File: config.mk
export PLATFORM = sky130hd
export DESIGN_NAME = cart_bus_master
export DESIGN_NICKNAME = d
export VERILOG_FILES = /design/src/rtl/cbm_pkg.sv /design/src/rtl/cbm_phase_timer.sv /design/src/rtl/cbm_sequencer.sv /design/src/rtl/cbm_pin_driver.sv /design/src/rtl/cart_bus_master.sv
export SDC_FILE = /design/constraint.sdc
export NUM_CORES = 1
export LEC_CHECK = 0
export BUFFER_PORTS_ARGS = -buffer_cell sky130_fd_sc_hd__buf_2
export CORE_MARGIN = 1.5
export CORE_UTILIZATION = 50
export CTS_BUF_LIST = sky130_fd_sc_hd__clkbuf_8
export CTS_CLUSTER_SIZE = 8
export DETAILED_ROUTE_END_ITERATION = 16
export GPL_TIMING_DRIVEN = 0
export PLACE_DENSITY = 0.76
export SETUP_SLACK_MARGIN = 0.15
export SLEW_MARGIN = 20
export SYNTH_ARGS = -nofsm -noshare
export SYNTH_HDL_FRONTEND = slang
export SYNTH_HIERARCHICAL = 1
export SYNTH_SLANG_ARGS = --single-unit
File: constraint.sdc
create_clock -name clk -period 2.3 [get_ports clk]
set_input_delay 0.46 -clock clk [delete_from_list [all_inputs] [get_ports clk]]
set_output_delay 0.46 -clock clk [all_outputs]
set_load 0.1 [all_outputs]
File: src/rtl/cbm_pkg.sv
// Shared types for the cartridge bus master.
// Assumes: target encoding is fixed by the requester interface.
package cbm_pkg;

    typedef enum logic [1:0] {
        TGT_ROM  = 2'b00,
        TGT_SRAM = 2'b01,
        TGT_CPU  = 2'b10,
        TGT_ALT  = 2'b11
    } cbm_target_e;

    typedef enum logic [3:0] {
        PH_IDLE,
        PH_DUMMY_LO,
        PH_DUMMY_HI,
        PH_SELECT,
        PH_LATCH,
        PH_HOLD,
        PH_TURN,
        PH_ACCESS,
        PH_STROBE,
        PH_RELEASE,
        PH_RECOVER
    } cbm_phase_e;

    function automatic int unsigned cbm_max(input int unsigned a, input int unsigned b);
        return (a > b) ? a : b;
    endfunction

endpackage

File: src/rtl/cbm_phase_timer.sv
// Down-counter that times the current bus phase.
// Assumes: load_val is the phase length minus one; expired is high in the
// last clock of a phase.
module cbm_phase_timer #(
    parameter int CNT_W = 10
) (
    input  logic             clk,
    input  logic             rst_n,
    input  logic             load,
    input  logic [CNT_W-1:0] load_val,
    output logic             expired
);
    logic [CNT_W-1:0] cnt_q;

    // Load a new phase length or count down to zero.
    always_ff @(posedge clk) begin
        if (!rst_n) begin
            cnt_q <= '0;
        end else if (load) begin
            cnt_q <= load_val;
        end else if (cnt_q != '0) begin
            cnt_q <= cnt_q - 1'b1;
        end
    end

    assign expired = (cnt_q == '0);
endmodule

File: src/rtl/cbm_sequencer.sv
// Phase sequencer: accepts a request, walks the phase order that fits the
// target and direction, and captures read data.
// Assumes: the pin driver registers its outputs, so pins lag the phase by
// one clock; read data is taken in the single RELEASE clock, while the pins
// still show the last clock of the access phase.
module cbm_sequencer
    import cbm_pkg::*;
#(
    parameter int ADDR_W    = 22,
    parameter int DATA_W    = 8,
    parameter int CNT_W     = 10,
    parameter int T_DUMMY   = 4,
    parameter int T_SETUP   = 1,
    parameter int T_LE      = 4,
    parameter int T_SETTLE  = 4,
    parameter int T_ROM_ACC = 800,
    parameter int T_RAM_ACC = 16,
    parameter int T_WE_SRAM = 64,
    parameter int T_WE_CPU  = 184,
    parameter int T_RECOVER = 4
) (
    input  logic              clk,
    input  logic              rst_n,
    input  logic              req_valid,
    input  logic              req_write,
    input  logic [1:0]        req_target,
    input  logic [ADDR_W-1:0] req_addr,
    input  logic [DATA_W-1:0] req_wdata,
    input  logic [DATA_W-1:0] ad_in,
    input  logic              tmr_expired,
    output cbm_phase_e        phase,
    output logic              tmr_load,
    output logic [CNT_W-1:0]  tmr_value,
    output cbm_target_e       cur_tgt,
    output logic              cur_write,
    output logic [ADDR_W-1:0] cur_addr,
    output logic [DATA_W-1:0] cur_wdata,
    output logic              ready,
    output logic              done,
    output logic [DATA_W-1:0] rdata
);
    cbm_phase_e  phase_q, phase_nxt;
    cbm_target_e req_tgt_norm;
    logic        accept, advance;
    logic        done_q;
    logic [DATA_W-1:0] rdata_q;

    // Length of a phase in clocks, minus one.
    function automatic logic [CNT_W-1:0] len_m1(input cbm_phase_e ph,
                                                input cbm_target_e t);
        int unsigned n;
        case (ph)
            PH_DUMMY_LO, PH_DUMMY_HI: n = T_DUMMY;
            PH_SELECT:                n = T_SETUP;
            PH_LATCH:                 n = T_LE;
            PH_HOLD:                  n = T_SETTLE;
            PH_ACCESS:                n = (t == TGT_ROM) ? T_ROM_ACC : T_RAM_ACC;
            PH_STROBE:                n = (t == TGT_CPU) ? T_WE_CPU : T_WE_SRAM;
            PH_RECOVER:               n = T_RECOVER;
            default:                  n = 1;
        endcase
        return CNT_W'(n - 1);
    endfunction

    // Fold the spare target code onto ROM.
    always_comb begin
        if (req_target == TGT_ALT) req_tgt_norm = TGT_ROM;
        else                       req_tgt_norm = cbm_target_e'(req_target);
    end

    assign ready   = (phase_q == PH_IDLE);
    assign accept  = ready && req_valid;
    assign advance = (phase_q == PH_IDLE) ? accept : tmr_expired;

    // Choose the phase that follows the current one.
    always_comb begin
        case (phase_q)
            PH_IDLE:     phase_nxt = (req_write && req_tgt_norm == TGT_CPU)
                                     ? PH_DUMMY_LO : PH_SELECT;
            PH_DUMMY_LO: phase_nxt = PH_DUMMY_HI;
            PH_DUMMY_HI: phase_nxt = PH_SELECT;
            PH_SELECT:   phase_nxt = PH_LATCH;
            PH_LATCH:    phase_nxt = PH_HOLD;
            PH_HOLD:     phase_nxt = cur_write ? PH_STROBE : PH_TURN;
            PH_TURN:     phase_nxt = PH_ACCESS;
            PH_ACCESS:   phase_nxt = PH_RELEASE;
            PH_STROBE:   phase_nxt = PH_RELEASE;
            PH_RELEASE:  phase_nxt = PH_RECOVER;
            PH_RECOVER:  phase_nxt = PH_IDLE;
            default:     phase_nxt = PH_IDLE;
        endcase
    end

    assign tmr_load  = advance;
    assign tmr_value = len_m1(phase_nxt, cur_tgt);

    // Step the phase register.
    always_ff @(posedge clk) begin
        if (!rst_n) phase_q <= PH_IDLE;
        else if (advance) phase_q <= phase_nxt;
    end

    // Hold the accepted request for the whole transfer.
    always_ff @(posedge clk) begin
        if (!rst_n) begin
            cur_tgt   <= TGT_ROM;
            cur_write <= 1'b0;
            cur_addr  <= '0;
            cur_wdata <= '0;
        end else if (accept) begin
            cur_tgt   <= req_tgt_norm;
            cur_write <= req_write;
            cur_addr  <= req_addr;
            cur_wdata <= req_wdata;
        end
    end

    // Capture the read byte while the pins still show the access phase.
    always_ff @(posedge clk) begin
        if (!rst_n) rdata_q <= '0;
        else if (phase_q == PH_RELEASE && !cur_write) rdata_q <= ad_in;
    end

    // Raise the completion pulse in the first idle clock.
    always_ff @(posedge clk) begin
        if (!rst_n) done_q <= 1'b0;
        else        done_q <= (phase_q == PH_RECOVER) && tmr_expired;
    end

    assign phase = phase_q;
    assign done  = done_q;
    assign rdata = rdata_q;
endmodule

File: src/rtl/cbm_pin_driver.sv
// Registered decode of the bus phase onto the cartridge pins.
// Assumes: phase and request fields come from flops; every pin is a flop
// output so the cartridge never sees decode glitches.
module cbm_pin_driver
    import cbm_pkg::*;
#(
    parameter int ADDR_W = 22,
    parameter int DATA_W = 8,
    localparam int HI_W  = ADDR_W - DATA_W
) (
    input  logic              clk,
    input  logic              rst_n,
    input  cbm_phase_e        phase,
    input  cbm_target_e       tgt,
    input  logic              write,
    input  logic [ADDR_W-1:0] addr,
    input  logic [DATA_W-1:0] wdata,
    output logic [HI_W-1:0]   addr_hi,
    output logic [DATA_W-1:0] ad_out,
    output logic              ad_oe,
    output logic              le,
    output logic              oe_n,
    output logic              we_n,
    output logic              sel_a_n,
    output logic              sel_b_n
);
    logic              in_window;
    logic              le_d, oe_n_d, we_n_d, sa_d, sb_d, ad_oe_d;
    logic [DATA_W-1:0] ad_out_d;
    logic [HI_W-1:0]   hi_q;

    // Phases in which the region select is held.
    assign in_window = (phase == PH_SELECT) || (phase == PH_LATCH) ||
                       (phase == PH_HOLD)   || (phase == PH_TURN)  ||
                       (phase == PH_ACCESS) || (phase == PH_STROBE) ||
                       (phase == PH_RELEASE);

    // Next pin values from the current phase.
    always_comb begin
        le_d     = (phase == PH_LATCH);
        oe_n_d   = !(phase == PH_ACCESS);
        we_n_d   = !(phase == PH_STROBE);
        sa_d     = !((phase == PH_DUMMY_LO) || (in_window && tgt == TGT_SRAM));
        sb_d     = !(in_window && tgt == TGT_CPU);
        ad_oe_d  = 1'b0;
        ad_out_d = '0;
        case (phase)
            PH_SELECT, PH_LATCH, PH_HOLD: begin
                ad_oe_d  = 1'b1;
                ad_out_d = addr[DATA_W-1:0];
            end
            PH_STROBE: begin
                ad_oe_d  = 1'b1;
                ad_out_d = wdata;
            end
            PH_RELEASE: begin
                ad_oe_d  = write;
                ad_out_d = write ? wdata : '0;
            end
            default: ;
        endcase
    end

    // Register the strobes, selects and shared bus.
    always_ff @(posedge clk) begin
        if (!rst_n) begin
            le      <= 1'b0;
            oe_n    <= 1'b1;
            we_n    <= 1'b1;
            sel_a_n <= 1'b1;
            sel_b_n <= 1'b1;
            ad_oe   <= 1'b0;
            ad_out  <= '0;
        end else begin
            le      <= le_d;
            oe_n    <= oe_n_d;
            we_n    <= we_n_d;
            sel_a_n <= sa_d;
            sel_b_n <= sb_d;
            ad_oe   <= ad_oe_d;
            ad_out  <= ad_out_d;
        end
    end

    // Load the upper address lines when the transfer opens.
    always_ff @(posedge clk) begin
        if (!rst_n) hi_q <= '0;
        else if (phase == PH_SELECT) hi_q <= addr[ADDR_W-1:DATA_W];
    end

    assign addr_hi = hi_q;
endmodule

File: src/rtl/cart_bus_master.sv
// Top of the multiplexed cartridge bus master: sequencer, phase timer and
// registered pin driver.
// Assumes: one transfer at a time; phase lengths are at least one clock.
module cart_bus_master
    import cbm_pkg::*;
#(
    parameter int ADDR_W    = 22,
    parameter int DATA_W    = 8,
    parameter int T_DUMMY   = 4,
    parameter int T_SETUP   = 1,
    parameter int T_LE      = 4,
    parameter int T_SETTLE  = 4,
    parameter int T_ROM_ACC = 800,
    parameter int T_RAM_ACC = 16,
    parameter int T_WE_SRAM = 64,
    parameter int T_WE_CPU  = 184,
    parameter int T_RECOVER = 4,
    localparam int HI_W     = ADDR_W - DATA_W,
    localparam int T_MAX    = cbm_max(cbm_max(cbm_max(T_ROM_ACC, T_RAM_ACC),
                                              cbm_max(T_WE_SRAM, T_WE_CPU)),
                                      cbm_max(cbm_max(T_DUMMY, T_SETUP),
                                              cbm_max(cbm_max(T_LE, T_SETTLE), T_RECOVER))),
    localparam int CNT_W    = $clog2(T_MAX + 1)
) (
    input  logic              clk,
    input  logic              rst_n,
    input  logic              req_valid,
    input  logic              req_write,
    input  logic [1:0]        req_target,
    input  logic [ADDR_W-1:0] req_addr,
    input  logic [DATA_W-1:0] req_wdata,
    output logic              ready,
    output logic              done,
    output logic [DATA_W-1:0] rdata,
    output logic [HI_W-1:0]   addr_hi,
    output logic [DATA_W-1:0] ad_out,
    output logic              ad_oe,
    input  logic [DATA_W-1:0] ad_in,
    output logic              le,
    output logic              oe_n,
    output logic              we_n,
    output logic              sel_a_n,
    output logic              sel_b_n
);
    cbm_phase_e        phase;
    cbm_target_e       cur_tgt;
    logic              cur_write;
    logic [ADDR_W-1:0] cur_addr;
    logic [DATA_W-1:0] cur_wdata;
    logic              tmr_load, tmr_expired;
    logic [CNT_W-1:0]  tmr_value;

    cbm_sequencer #(
        .ADDR_W(ADDR_W), .DATA_W(DATA_W), .CNT_W(CNT_W),
        .T_DUMMY(T_DUMMY), .T_SETUP(T_SETUP), .T_LE(T_LE),
        .T_SETTLE(T_SETTLE), .T_ROM_ACC(T_ROM_ACC), .T_RAM_ACC(T_RAM_ACC),
        .T_WE_SRAM(T_WE_SRAM), .T_WE_CPU(T_WE_CPU), .T_RECOVER(T_RECOVER)
    ) u_seq (
        .clk(clk), .rst_n(rst_n),
        .req_valid(req_valid), .req_write(req_write), .req_target(req_target),
        .req_addr(req_addr), .req_wdata(req_wdata), .ad_in(ad_in),
        .tmr_expired(tmr_expired), .phase(phase),
        .tmr_load(tmr_load), .tmr_value(tmr_value),
        .cur_tgt(cur_tgt), .cur_write(cur_write),
        .cur_addr(cur_addr), .cur_wdata(cur_wdata),
        .ready(ready), .done(done), .rdata(rdata)
    );

    cbm_phase_timer #(.CNT_W(CNT_W)) u_tmr (
        .clk(clk), .rst_n(rst_n),
        .load(tmr_load), .load_val(tmr_value), .expired(tmr_expired)
    );

    cbm_pin_driver #(.ADDR_W(ADDR_W), .DATA_W(DATA_W)) u_pins (
        .clk(clk), .rst_n(rst_n),
        .phase(phase), .tgt(cur_tgt), .write(cur_write),
        .addr(cur_addr), .wdata(cur_wdata),
        .addr_hi(addr_hi), .ad_out(ad_out), .ad_oe(ad_oe), .le(le),
        .oe_n(oe_n), .we_n(we_n), .sel_a_n(sel_a_n), .sel_b_n(sel_b_n)
    );
endmodule

==> flow_summary.toml <==
[yosys]
ys_warn_count = 6
synth-seq-cells = 84
synth_compound_area_share_pct = 18.7
synthTopCellsByArea = "dfxtp_1 46%, nand2_1 10%, a21boi_1 6.1%, a21oi_1 3.1%, mux2i_1 2.7%"
synthFlopType = "dfxtp_1"
netlist_instances = 427
synth_top_area_share_pct = 45.6
synth-edff-count = 0
syn-cell-area_mm2 = 0.00369
ys_seq_area_share_pct = 45.6
syn_avg_cell_area_um2 = 8.63
syn_nets = 472
synth_fa_ha_area_share_pct = 0.339
synth_top_area_cell = "dfxtp_1"
synth.area.mux_share_pct = 3.02
yosys.cell_types.count = 52
synth_async_sr_flop_share_pct = 0
yosysMostFrequentCell = "nand2_1"
synth_top_family_by_area = "simple AND/OR/NAND/NOR gates"
synthXorXnorAreaFrac_pct = 0.950
synthSimpleGateAreaFrac_pct = 25.2
synthTopCellsByCount = "103 x nand2_1, 84 x dfxtp_1, 30 x a21boi_1"

[placed_design]
place_hpwl_um = 5870
gp_congestion = 0.809
place_inst = 607
port_buffers = 81
place_ws_ps = -287
dpl-instance-area_mm2 = 0.00424

[cts]
cts-root-buf = "clkbuf_8"
htreeDepth = 3
cts_sinks = 84
cts.hold.buffers_added = 0
clock_path_buffers = 2
clk_pin_slew_ps = 90
cts_tree = "built"
cts_buffers = 9
clk_latency_ps = 360

[run_status]
status = "complete, no violations"

[drt]
drc = 0
routed_wl_um = 8560
drtIter0Drc = 176
vias = 3303
dr.pass1.iters = 7
drtAntennaViolNets = 0
wl_per_cell_um = 13.6
viasPerCell = 5.23

[final_layout]
final_cell_area_mm2 = 0.00454
num_antenna_cells = 0
final_nets = 572
final_layout_size_suffix_gt1_share_pct = 28.4
fillCellCount = 646
finalNonFillerCells = 631
area_delta_synth_final_pct = 23.3

[global_routing]
antenna_found_initial = 0
grt_pass1_wl_um = 13500
grt_pass1_vias = 2945
overflow = 0
grt_max_degree = 16
track_usage_pct = 22.4

[setup_path]
r2r-start = "u_tmr/cnt_q[0]$_SDFFE_PN0P_"
crit_arrival_ps = 2350
cp-end-kind = "flop"
critPathKind = "flop to flop"
crit_start = "u_tmr/cnt_q[0]$_SDFFE_PN0P_"
worstPathRequired_ps = 2540
start_kind = "flop"
cp_max_fo = 5

[sta]
clock_skew_ps = 9.67
rsz0062_at_grt = "yes"
layout_setup_ws_ps = 192
setup_viol = 0
max_clock_freq_mhz = 474
fin_crit_ps = 2110
hold_violations = 0
slew_headroom_pct = 60.9
worstMarginPinSlew_ps = 586
drv_slew = 0
finalCritPeriodShare_pct = 91.6

[min_path]
holdCritStartpoint = "req_addr[6]"
min_path_type = "input port to flop"

[die]
num_io_pins = 82
die_w_um = 88.9
fp.coreArea_mm2 = 0.00718
die_area_mm2 = 0.00790
die_y_um = 88.9
initial_utilization_pct = 51.4
rows = 31

[power_and_ir_drop]
p_leak_nw = 1.80
p_per_area_mw_per_mm2 = 1150
p_total_w = 0.00523
irDropWorstVdd_uv = 593

[job]
cap_violations = 0
==> flip-flops by register name, summed over array words and instances, names as in the netlist <==
name,flops
u_seq/cur_write,1
u_pins/oe_n,1
u_pins/we_n,1
u_seq/cur_addr,22
u_pins/addr_hi,14
u_seq/phase,4
u_pins/le,1
u_pins/sel_b_n,1
u_pins/ad_oe,1
u_seq/cur_tgt,2
u_seq/cur_wdata,8
u_pins/sel_a_n,1
u_tmr/cnt_q,10
u_seq/rdata,8
u_pins/ad_out,8
u_seq/done,1
==> cells by family (layout without fill, tap and decap cells) <==
family,count (synthesis),after routing
AO/OA/AOI/OAI,102,102
XOR/XNOR,4,4
adder cells (fa/ha/maj),1,1
buffers and inverters,40,145
flip-flops,84,84
multiplexers,11,11
other,1,1
AND/OR/NAND/NOR,184,184
==> final cells by class <==
| class | count | area, um2 | share of cell area, % |
|---|---|---|---|
| Clock buffer | 9 | 124 | 2.73 |
| Timing Repair inverter | 1 | 5.00 | 0.110 |
| Multi-Input combinational cell | 303 | 1820 | 40.1 |
| Inverter | 8 | 38.8 | 0.854 |
| Tap cell | 99 | 124 | 2.73 |
| Sequential cell | 84 | 1690 | 37.2 |
| Buffer | 32 | 208 | 4.57 |
| Clock inverter | 7 | 73.8 | 1.62 |
| Timing Repair Buffer | 88 | 460 | 10.1 |
==> layout by cell type, fill, tap and decap left out, drive strengths merged, types with 3 or more instances in the layout <==
cell type / Yosys / routed
nor3: 5 / 5
a21oi: 23 / 23
clkinvlp: 0 / 5
nand3: 15 / 15
o21ai: 18 / 18
dfxtp: 84 / 84
nor4: 7 / 7
clkbuf: 12 / 21
nor2b: 11 / 11
nor3b: 3 / 3
nand2: 103 / 103
nor2: 14 / 14
a21boi: 36 / 36
or4b: 3 / 3
inv: 8 / 10
a211oi: 11 / 11
a32o: 3 / 3
nand2b: 5 / 5
mux2i: 10 / 10
buf: 20 / 108
nand3b: 4 / 4
==> layer usage <==
| layer | track usage [%] | routed length [um] |
|---|---|---|
| met2 | 36.1 | 4070 |
| met4 | 8.52 | 120 |
| met5 | 0 | 0 |
| met3 | 7.56 | 635 |
| met1 | 27.8 | 3730 |
==> metrics by stage <==
| stage | util (%) | hold WS [ps] | TNS [ps] |
|---|---|---|---|
| after floorplan | - | 432 | -7470 |
| after global placement | 59.1 | 439 | -1580 |
| after detailed placement | 59.1 | 444 | -2220 |
| after CTS | 62.2 | 311 | 0 |
| after global routing | 63.3 | 318 | 0 |
| final | 63.3 | 326 | 0 |
==> critical path, cell delays in order (launching register included) <==
cell and delay, ps:
dfxtp_4 370, inv_4 50, ha_4 120, or4b_4 480, nor3_4 310, mux2i_4 140
inv_4 110, clkinvlp_4 140, o221a_4 270
==> path summary, 6_finish.rpt <==
| kind | endpoint | slack, ps | cells after the start |
|---|---|---|---|
| max | u_tmr/cnt_q[6]$_SDFFE_PN0P_ | 190 | 8 |
| min | u_seq/cur_addr[6]$_SDFFE_PN0P_ | 330 | 3 |
| max reg2reg | u_tmr/cnt_q[6]$_SDFFE_PN0P_ | 190 | 8 |
| min reg2reg | u_pins/addr_hi[12]$_SDFFE_PN0P_ | 450 | 2 |
==> repair_timing <==
action                                  4_1_cts  5_1_grt
endpoints found under the hold margin         0        0
gates cloned                                  0        1
pin swaps                                     1        4
buffers inserted                              2        5
endpoints found under the setup margin       15       12
resized for setup                             2       13
==> power breakdown <==
group	leakage (nW)	internal [W]	total [W]	switching, W
clock network	0.0937	0.000506	0.00106	0.000558
logic	1.02	0.000935	0.00226	0.00133
registers	0.685	0.00169	0.00190	0.000211
total	1.80	0.00313	0.00523	0.00210
Power figures use the tool's default switching activity.
